### src/rtl/fu_pkg.sv
package fu_pkg;

    typedef enum logic [2:0] {
        ST_HDR,
        ST_LENW,
        ST_BODY,
        ST_CLO,
        ST_CHI,
        ST_READ
    } fu_state_e;

    typedef struct packed {
        logic       en;
        logic [7:0] addr;
        logic [7:0] data;
    } fu_wr_t;

    localparam logic [7:0] FU_LEN_ADDR  = 8'h80;
    localparam logic [7:0] FU_CLO_ADDR  = 8'h81;
    localparam logic [7:0] FU_CHI_ADDR  = 8'h82;
    localparam logic [7:0] FU_EXIT_ADDR = 8'hFF;
    localparam int         FU_LEN_POS   = 6;

    // one byte into the reflected x^16+x^12+x^5+1 checksum, lsb first
    function automatic logic [15:0] fu_crc_byte(logic [15:0] c, logic [7:0] d);
        logic [15:0] r;
        logic        fb;
        r = c;
        for (int i = 0; i < 8; i++) begin
            fb = r[0] ^ d[i];
            r  = {1'b0, r[15:1]} ^ (fb ? 16'h8408 : 16'h0000);
        end
        return r;
    endfunction

endpackage

### src/rtl/fu_crc16.sv
module fu_crc16 import fu_pkg::*; (
    input  logic        clk,
    input  logic        rst,
    input  logic        clr,
    input  logic        en,
    input  logic [7:0]  din,
    output logic [15:0] crc
);
    always_ff @(posedge clk) begin
        if (rst || clr)
            crc <= 16'h0000;
        else if (en)
            crc <= fu_crc_byte(crc, din);
    end
endmodule

### src/rtl/fu_sram.sv
module fu_sram #(
    parameter int DW = 8,
    parameter int AW = 8
) (
    input  logic          clk,
    input  logic          we,
    input  logic          re,
    input  logic [AW-1:0] addr,
    input  logic [DW-1:0] wdata,
    output logic [DW-1:0] rdata
);
    localparam int DEPTH = 1 << AW;

    logic [DW-1:0] mem [0:DEPTH-1];

    always_ff @(posedge clk) begin
        if (we)
            mem[addr] <= wdata;
        if (re)
            rdata <= mem[addr];
    end
endmodule

### src/rtl/fu_ctrl.sv
module fu_ctrl import fu_pkg::*; #(
    parameter int AW      = 8,
    parameter int LEN_POS = FU_LEN_POS
) (
    input  logic          clk,
    input  logic          rst,
    input  logic          rx_rts,
    input  logic [7:0]    rx_data,
    output logic          rx_rtr,
    input  logic          cpu_req,
    input  logic [AW-1:0] cpu_addr,
    output logic          cpu_ack,
    input  logic [15:0]   crc,
    output logic          crc_en,
    output logic          crc_clr,
    output fu_wr_t        wr,
    output logic          rd_mode,
    output logic          rd_en,
    output logic          exit_rd
);
    localparam int LW  = AW - 1;
    localparam int HCW = $clog2(LEN_POS);
    localparam logic [HCW-1:0] HC_LAST = HCW'(LEN_POS - 1);

    fu_state_e     st;
    logic [HCW-1:0] hcnt;
    logic [LW-1:0]  len_q;
    logic [AW-1:0]  cnt_q;
    logic           exam_q;

    always_comb begin
        rx_rtr  = rx_rts && (st == ST_HDR || st == ST_BODY);
        crc_en  = (st == ST_BODY) && rx_rtr;
        crc_clr = (st == ST_READ) && !cpu_req && !exam_q;
        rd_mode = (st == ST_READ);
        rd_en   = (st == ST_READ) && cpu_req;
        wr      = '0;
        unique case (st)
            ST_LENW: wr = '{en: 1'b1, addr: FU_LEN_ADDR, data: {1'b0, len_q}};
            ST_BODY: wr = '{en: rx_rtr, addr: cnt_q - 1'b1, data: rx_data};
            ST_CLO:  wr = '{en: 1'b1, addr: FU_CLO_ADDR, data: crc[7:0]};
            ST_CHI:  wr = '{en: 1'b1, addr: FU_CHI_ADDR, data: crc[15:8]};
            default: wr = '0;
        endcase
    end

    always_ff @(posedge clk) begin
        if (rst) begin
            st      <= ST_HDR;
            hcnt    <= '0;
            len_q   <= '0;
            cnt_q   <= '0;
            exam_q  <= 1'b0;
            cpu_ack <= 1'b0;
            exit_rd <= 1'b0;
        end else begin
            unique case (st)
                ST_HDR: if (rx_rtr) begin
                    if (hcnt == HC_LAST) begin
                        len_q <= rx_data[LW-1:0];
                        st    <= ST_LENW;
                    end else begin
                        hcnt <= hcnt + 1'b1;
                    end
                end
                ST_LENW: begin
                    cnt_q <= {1'b0, len_q};
                    st    <= (len_q == '0) ? ST_CLO : ST_BODY;
                end
                ST_BODY: if (rx_rtr) begin
                    cnt_q <= cnt_q - 1'b1;
                    if (cnt_q == AW'(1))
                        st <= ST_CLO;
                end
                ST_CLO: st <= ST_CHI;
                ST_CHI: begin
                    exam_q <= 1'b1;
                    st     <= ST_READ;
                end
                ST_READ: begin
                    if (cpu_req) begin
                        cpu_ack <= 1'b1;
                        exit_rd <= (cpu_addr == FU_EXIT_ADDR);
                        if (cpu_addr == FU_EXIT_ADDR)
                            exam_q <= 1'b0;
                    end else begin
                        cpu_ack <= 1'b0;
                        if (!exam_q) begin
                            st   <= ST_HDR;
                            hcnt <= '0;
                        end
                    end
                end
                default: st <= ST_HDR;
            endcase
        end
    end

    // body bytes land strictly below the stored length
    a_r5_body_addr_below_len: assert property (@(posedge clk) disable iff (rst)
        (st == ST_BODY && rx_rtr) |-> (wr.addr < {1'b0, len_q}));

    // the write to address 0 closes reception
    a_r5_last_byte_ends_body: assert property (@(posedge clk) disable iff (rst)
        (st == ST_BODY && rx_rtr && wr.addr == '0) |=> (st == ST_CLO));

    // checksum high byte write follows the low byte write
    a_r6_crc_pair: assert property (@(posedge clk) disable iff (rst)
        (wr.en && wr.addr == FU_CLO_ADDR) |=> (wr.en && wr.addr == FU_CHI_ADDR));

    // acknowledge drops one cycle after request falls
    a_r7_ack_follows_req: assert property (@(posedge clk) disable iff (rst)
        (rd_mode && !cpu_req) |=> !cpu_ack);

    // exit seen and request gone -> back to header search
    a_r8_exit_to_hdr: assert property (@(posedge clk) disable iff (rst)
        (rd_mode && !exam_q && !cpu_req) |=> (st == ST_HDR && hcnt == '0));

    // never take a byte while a processor read is acknowledged
    a_r9_no_rtr_while_ack: assert property (@(posedge clk) disable iff (rst)
        cpu_ack |-> !rx_rtr);

endmodule

### src/rtl/frame_unpack.sv
module frame_unpack import fu_pkg::*; #(
    parameter int DW      = 8,
    parameter int AW      = 8,
    parameter int LEN_POS = FU_LEN_POS
) (
    input  logic          clk,
    input  logic          rst,
    input  logic [DW-1:0] rx_data,
    input  logic          rx_rts,
    output logic          rx_rtr,
    input  logic [AW-1:0] cpu_addr,
    input  logic          cpu_req,
    output logic          cpu_ack,
    output logic [DW-1:0] cpu_rdata
);
    logic [15:0]   crc;
    logic          crc_en;
    logic          crc_clr;
    fu_wr_t        wr;
    logic          rd_mode;
    logic          rd_en;
    logic          exit_rd;
    logic [AW-1:0] ram_addr;
    logic [DW-1:0] ram_q;

    fu_ctrl #(.AW(AW), .LEN_POS(LEN_POS)) u_ctrl (
        .clk      (clk),
        .rst      (rst),
        .rx_rts   (rx_rts),
        .rx_data  (rx_data),
        .rx_rtr   (rx_rtr),
        .cpu_req  (cpu_req),
        .cpu_addr (cpu_addr),
        .cpu_ack  (cpu_ack),
        .crc      (crc),
        .crc_en   (crc_en),
        .crc_clr  (crc_clr),
        .wr       (wr),
        .rd_mode  (rd_mode),
        .rd_en    (rd_en),
        .exit_rd  (exit_rd)
    );

    fu_crc16 u_crc (
        .clk (clk),
        .rst (rst),
        .clr (crc_clr),
        .en  (crc_en),
        .din (rx_data),
        .crc (crc)
    );

    // single RAM port: processor address in read phase, write address otherwise
    assign ram_addr = rd_mode ? cpu_addr : wr.addr;

    fu_sram #(.DW(DW), .AW(AW)) u_ram (
        .clk   (clk),
        .we    (wr.en),
        .re    (rd_en),
        .addr  (ram_addr),
        .wdata (wr.data),
        .rdata (ram_q)
    );

    assign cpu_rdata = exit_rd ? '0 : ram_q;

endmodule

### config.mk
export PLATFORM = sky130hd
export DESIGN_NAME = frame_unpack
export DESIGN_NICKNAME = d
export VERILOG_FILES = /design/src/rtl/fu_pkg.sv /design/src/rtl/fu_crc16.sv /design/src/rtl/fu_sram.sv /design/src/rtl/fu_ctrl.sv /design/src/rtl/frame_unpack.sv
export SDC_FILE = /design/constraint.sdc
export NUM_CORES = 2
export LEC_CHECK = 0
export BUFFER_PORTS_ARGS = -buffer_cell sky130_fd_sc_hd__buf_2
export CAP_MARGIN = 20
export CORE_ASPECT_RATIO = 0.9
export CORE_MARGIN = 2
export CORE_UTILIZATION = 25
export DETAILED_ROUTE_END_ITERATION = 6
export PLACE_DENSITY = 0.39
export SLEW_MARGIN = 20
export SYNTH_ARGS = -nofsm -noshare
export SYNTH_HDL_FRONTEND = slang
export SYNTH_SLANG_ARGS = --single-unit
### constraint.sdc
create_clock -name clk -period 21.8 [get_ports clk]
set_input_delay 1.09 -clock clk [delete_from_list [all_inputs] [get_ports clk]]
set_output_delay 1.09 -clock clk [all_outputs]
set_load 0.005 [all_outputs]
# Yosys cells after proc, flatten, opt, wreduce, memory -nomap -nowiden
# Memories as Yosys holds them, arrays and structs flattened. A register that Yosys moved wholly into a read port is not among the register bits.
# Index checks and enable logic that the tools add are counted.
# totals
ff_bits	40
ram_bits	2048
inputBits	20
out_inout_bits	10
elab_cells	94
memories	1
# mem_list
name	words	word_bits	read_ports	rd_ports_with_merged_regs	write_ports	line	rtl
u_ram.mem	256	8	1	1	1	fu_sram.sv:14	logic [DW-1:0] mem [0:DEPTH-1];
# classes
add_sub_neg	2
n_eq_ne	17
mux	30
bitwise_logic	16
n_reduce_logical	20
# op_table
op	count
$mux 16	8
$xor 15x16->16	8
$pmux 17 s4	1
$mux 3	8
$mux 8	3
$pmux 3 s6	1
$ne 2x2->1 const B	8
$pmux 8 s2	1
$eq 3x3->1 const B	3
$eq 8x1->1 const B	1
$eq 8x8->1 const B	1
$sub 8x1->8 const B	1
$xor 1x1->1	8
$logic_not 7->1	1
$eq 3x2->1 const B	2
$mux 1	6
$pmux 3 s2	1
$reduce_and 3->1	2
$reduce_and 6->1	1
$reduce_bool 2->1	3
$logic_and 1x1->1	5
$reduce_and 5->1	1
$reduce_and 2->1	2
$add 3x1->3 const B	1
other kinds (6)	8

# Logic depth before layout (Yosys ltp)
# depth
depth_word	24
depth_mapped	15
mapped_depth_nobuf	10

# Hierarchy
# A second synthesis with hierarchy kept.
# hier_totals
hier_cells	3865
hier_area_um2	81398.1
# by_module_without_submodules
mod	n_inst	cells_per_inst	area_each_um2	seq_area_each_um2
fu_sram	1	3547	78572.9	61739.2
fu_ctrl	1	221	1679.1	480.5
fu_crc16	1	80	964.7	320.3
frame_unpack	1	17	181.4	0.0

# Least setup slack after synthesis
# No wires, ideal clock.
# synth_timing
kind	register to register
start	reg u_ctrl.st[1]
end	mem u_ram.mem[0][1] (data pin)
setup_time_ns	2.187
t_arrival_ns	11.215
required_ns	19.613
path_slack_ns	8.398
path_stages_with_launch	7
path_buffers	3
period_less_slack_ns	13.402
path_cell_list	dfxtp_1 -> buf_2 -> clkbuf_1 -> clkbuf_1 -> mux2_2 -> a22oi_1 -> o21ai_0
# synth_rtl
element	line	rtl
start: declaration	fu_ctrl.sv:25	fu_state_e st;
start signal: assignment	fu_ctrl.sv:68	st <= (len_q == '0) ? ST_CLO : ST_BODY;
end: declaration	fu_sram.sv:14	

# Worst setup path in the final report
# layout_timing
start	reg u_ctrl.cnt_q[0]
end	reg u_ram.rdata[5] (read register of u_ram.mem) (data pin)
# layout_between
elab_chain_cells	3
# layout_rtl
element	line	rtl
start: declaration	fu_ctrl.sv:28	logic [AW-1:0] cnt_q;
start signal: assignment	fu_ctrl.sv:67	cnt_q <= {1'b0, len_q};
start signal: assignment	fu_ctrl.sv:71	cnt_q <= cnt_q - 1'b1;
$sub 8x1->8	fu_ctrl.sv:40	ST_BODY: wr = '{en: rx_rtr, addr: cnt_q - 1'b1, data: rx_data};
$pmux 17 s4	fu_ctrl.sv:38	unique case (st)
$mux 8	frame_unpack.sv:54	assign ram_addr = rd_mode ? cpu_addr : wr.addr;
end: declaration	fu_sram.sv:10	output logic [DW-1:0] rdata
# No other way between the ends.
# A chain may end at the register's enable or synchronous reset.

==> results.json <==
{
  "status": "complete, no violations",
  "finalMaxSlewViolations": 0,
  "syn_area_mm2": 0.08544,
  "cts.sinks": 2096,
  "htree_levels": 4,
  "wirelength_um": 275400,
  "synth_cells": 5717,
  "cts_setup_buffers": 0,
  "drv_cap": 0,
  "critical_path_class": "flop to flop",
  "critPathRequiredTime_ns": 22.57,
  "ir_worst_vdd_mv": 0.08977,
  "ys.warnings.count": 0,
  "cp-end-kind": "flop",
  "utilization_pct": 28.79,
  "critPathMaxStageDelay_ns": 0.80,
  "dp_hpwl_um": 165800,
  "synth_area_leaders": "edfxtp_1, mux2i_1, nand2_1",
  "via_count": 49039,
  "cts_tree": "done",
  "synth_top_family_by_area": "multiplexers",
  "rows": 203,
  "cts_resized": 0,
  "cp_max_fo": 107,
  "clkLatencyLatePin_ns": 0.92,
  "critPathSlowestCell": "buf_4",
  "worstHoldEndpoint": "u_ctrl.hcnt[1]",
  "via_per_inst": 4.694,
  "worstPathBufferInverterCount": 5,
  "synthAdderAreaFrac_pct": 0.05857,
  "clockRootBuffer": "clkbuf_16",
  "hp-start": "u_ctrl.hcnt[1]",
  "r2r_end": "u_ram.rdata[5]",
  "io_buffers": 29,
  "ff2ff_path_depth": 14,
  "ys_seq_elements": 2096,
  "final_nets": 5763,
  "avgSynthCellArea_um2": 14.95,
  "detail_route.wl_per_cell_um": 26.36,
  "path_delay_family": "buffers and inverters",
  "p_per_area_mw_per_mm2": 122.2,
  "cts_buffers": 228,
  "drc": 0,
  "synth_nets": 5741,
  "clockBufferDepth": 4,
  "hold_depth": 2,
  "synth_area_leader_cell": "edfxtp_1",
  "synthXorXnorAreaFrac_pct": 0.2768,
  "r2r_start": "u_ctrl.cnt_q[0]",
  "period_needed_ns": 6.782,
  "worst_pin_slew_ns": 1.383,
  "start_util_pct": 25.14,
  "gp_congestion": 0.7885,
  "die_h_um": 558.6,
  "synth_ff_type": "edfxtp_1",
  "fmax_ghz": 0.1475,
  "skew_ns": 0.08475,
  "grt_pass1_vias": 48273,
  "synth_compound_area_share_pct": 5.849,
  "hold_viol": 0,
  "grt_start_max_net_pins": 154,
  "synth_edf_count": 2056,
  "cpMostUsedCell": "buf_4",
  "crit_chain": "inv_1 > ha_1 > or4b_1 > o21ai_4 > buf_12 > buf_4 > buf_4 > buf_4 > mux2i_1 > mux2i_1 > mux2_2 > o22ai_1 > nor4_1 > and4_1",
  "core_mm2": 0.3398,
  "area_growth_pct": 14.50,
  "ant_nets": 0,
  "dr.pass1.iters": 6,
  "path_clk_slew_ns": 0.06,
  "cts_hold_buf": 0,
  "yosys.area_share.simple_pct": 7.940,
  "grt_overflow": 0,
  "drt_iter0_drc": 4709,
  "critical_path.startpoint_type": "flop",
  "ys_seq_area_share_pct": 73.19,
  "p_leak_nw": 32.31,
  "cp.arrival_ns": 7.55,
  "holdCritPathClass": "flop to flop",
  "groute.usage.overall_pct": 15.54,
  "synth_top_area_share_pct": 72.26,
  "muxShareOfSynthArea_pct": 10.27,
  "antenna_found_initial": 26,
  "synthDistinctLibCells": 80,
  "r2r_slack_ns": 15.02,
  "grt_pass1_wl_um": 385900,
  "num_io_pins": 30,
  "fin_crit_sh_pct": 31.11,
  "die_area_mm2": 0.3465,
  "drive_gt1_share_pct": 9.343,
  "async_reset_ff_share_pct": 0,
  "slew_headroom_pct": 7.637,
  "setup_viol": 0,
  "fp.dieW_um": 620.2,
  "finalSetupTns_ns": 0,
  "grt_setup_unrepaired": "false"
}
[worst reg2reg max path: stages (launching register included)]
cell and delay [ns]:
dfxtp_1 0.46, inv_1 0.12, ha_1 0.31, or4b_1 0.78
o21ai_4 0.19, buf_12 0.54, buf_4 0.96, buf_4 0.78
buf_4 0.91, mux2i_1 0.26, mux2i_1 0.26, mux2_2 0.26
o22ai_1 0.10, nor4_1 0.48, and4_1 0.28
[cell usage in the layout, fill, tap and decap left out, drive strengths merged, types with 15 or more instances in the layout]
cell type,n
o22a,35
xor2,16
clkinv,104
dfxtp,40
a211oi,67
a32oi,49
a211o,15
diode,19
a21oi,107
a311oi,16
o22ai,74
and3,34
buf,166
edfxtp,2056
a31oi,49
nor2,324
inv,84
nor4,18
clkbuf,286
nand4,15
mux2,23
nand2,796
o211ai,148
o21ai,21
or4,25
nand3,303
mux2i,851
a22oi,20
[worst max path at each step]
stage | startpoint | to | slack (ns) | cells after the start
detailed placement | u_ctrl.cnt_q[0] | u_ram.rdata[0] | 15.05 | 15
floorplan | u_ctrl.st[1] | u_ram.mem[0][1] | 8.40 | 6
global placement | u_ctrl.cnt_q[0] | u_ram.rdata[5] | 15.14 | 15
CTS | u_ctrl.cnt_q[0] | u_ram.rdata[0] | 15.05 | 15
finish | u_ctrl.cnt_q[0] | u_ram.rdata[5] | 15.02 | 14
global route | u_ctrl.cnt_q[0] | u_ram.rdata[5] | 14.76 | 14
[sequential cells by signal, indices dropped and copies added (netlist names)]
signal	flops
u_ctrl.exit_rd	1
u_ctrl.cnt_q	8
u_ctrl.st	3
u_ram.rdata	8
u_ctrl.len_q	7
u_ctrl.hcnt	3
u_ctrl.cpu_ack	1
u_ram.mem	2048
u_ctrl.exam_q	1
u_crc.crc	16
[synth_stat cells, types with 5 or more instances]
cell	number
nor2_1	324
o211a_1	9
a21oi_1	106
a31oi_1	49
a32oi_1	49
buf_4	47
nor2b_1	14
o2111ai_1	11
nor4_1	17
nor3_1	8
or4_1	22
a211oi_1	67
nand3_1	300
o22a_1	35
o41a_1	5
nand2_1	794
xor2_1	16
a22oi_1	19
clkbuf_1	180
o21ai_0	18
o211ai_1	148
xnor2_1	11
a2bb2oi_1	5
inv_1	78
nand4_1	15
nor3b_1	5
nand2b_1	6
mux2i_1	851
a221oi_1	8
and2_1	5
buf_1	44
o22ai_1	74
a211o_1	15
a311oi_1	16
o21a_1	5
mux2_2	23
and3_1	34
a2111oi_0	9
buf_2	94
edfxtp_1	2056
dfxtp_1	40
or3_1	5
buf_6	9
[layer usage]
metal | vias to the layer above | share of wire, % | GRT usage, % | routed length, um
met5 | - | 0.0040 | 0 | 11
li1 | 21941 | - | - | -
met4 | 2 | 2.5 | 3.897 | 6810
met1 | 25504 | 49 | 23.15 | 134000
met3 | 349 | 5.2 | 2.393 | 14350
met2 | 1243 | 44 | 23.41 | 120300
[power by group]
group	internal [W]	switching, W	total, W
Combinational	0.00104	0.00256	0.00360
Sequential	0.00467	0.0000187	0.00469
Clock	0.00204	0.00162	0.00366
[cell type report]
class                           instances  area, um^2
Inverter                               78       292.8
Antenna cell                           19       47.55
Multi-Input combinational cell       3169       21150
Fill cell                           34121      242000
Timing Repair Buffer                  166        1315
Sequential cell                      2096       62540
Tap cell                             4510        5643
Clock buffer                          286        5966
Clock inverter                        124       880.8
[logic make-up (layout without fill, tap and decap cells)]
| family | after synthesis | in the layout |
|---|---|---|
| buf+inv | 452 | 654 |
| simple gates | 1575 | 1575 |
| other cells | 0 | 19 |
| mux | 874 | 874 |
| compound gates | 689 | 689 |
| xor+xnor | 27 | 27 |
| flops | 2096 | 2096 |
| fa+ha+maj | 4 | 4 |
[per-stage QoR]
step	setup slack (ns)	hold WS [ns]	power [W]	cells	area, um^2
floorplan	8.398	0.4529	0.007086	5717	85440
global placement	15.14	0.4615	0.008408	10016	90870
detailed placement	15.05	0.4782	0.008417	10018	90920
CTS	15.05	0.4255	0.01210	10428	97770
global route	14.76	0.4688	0.01243	10443	97820
finish	15.02	0.4900	0.01195	10448	97840
Note: power is estimated with default switching activity, not from simulation.
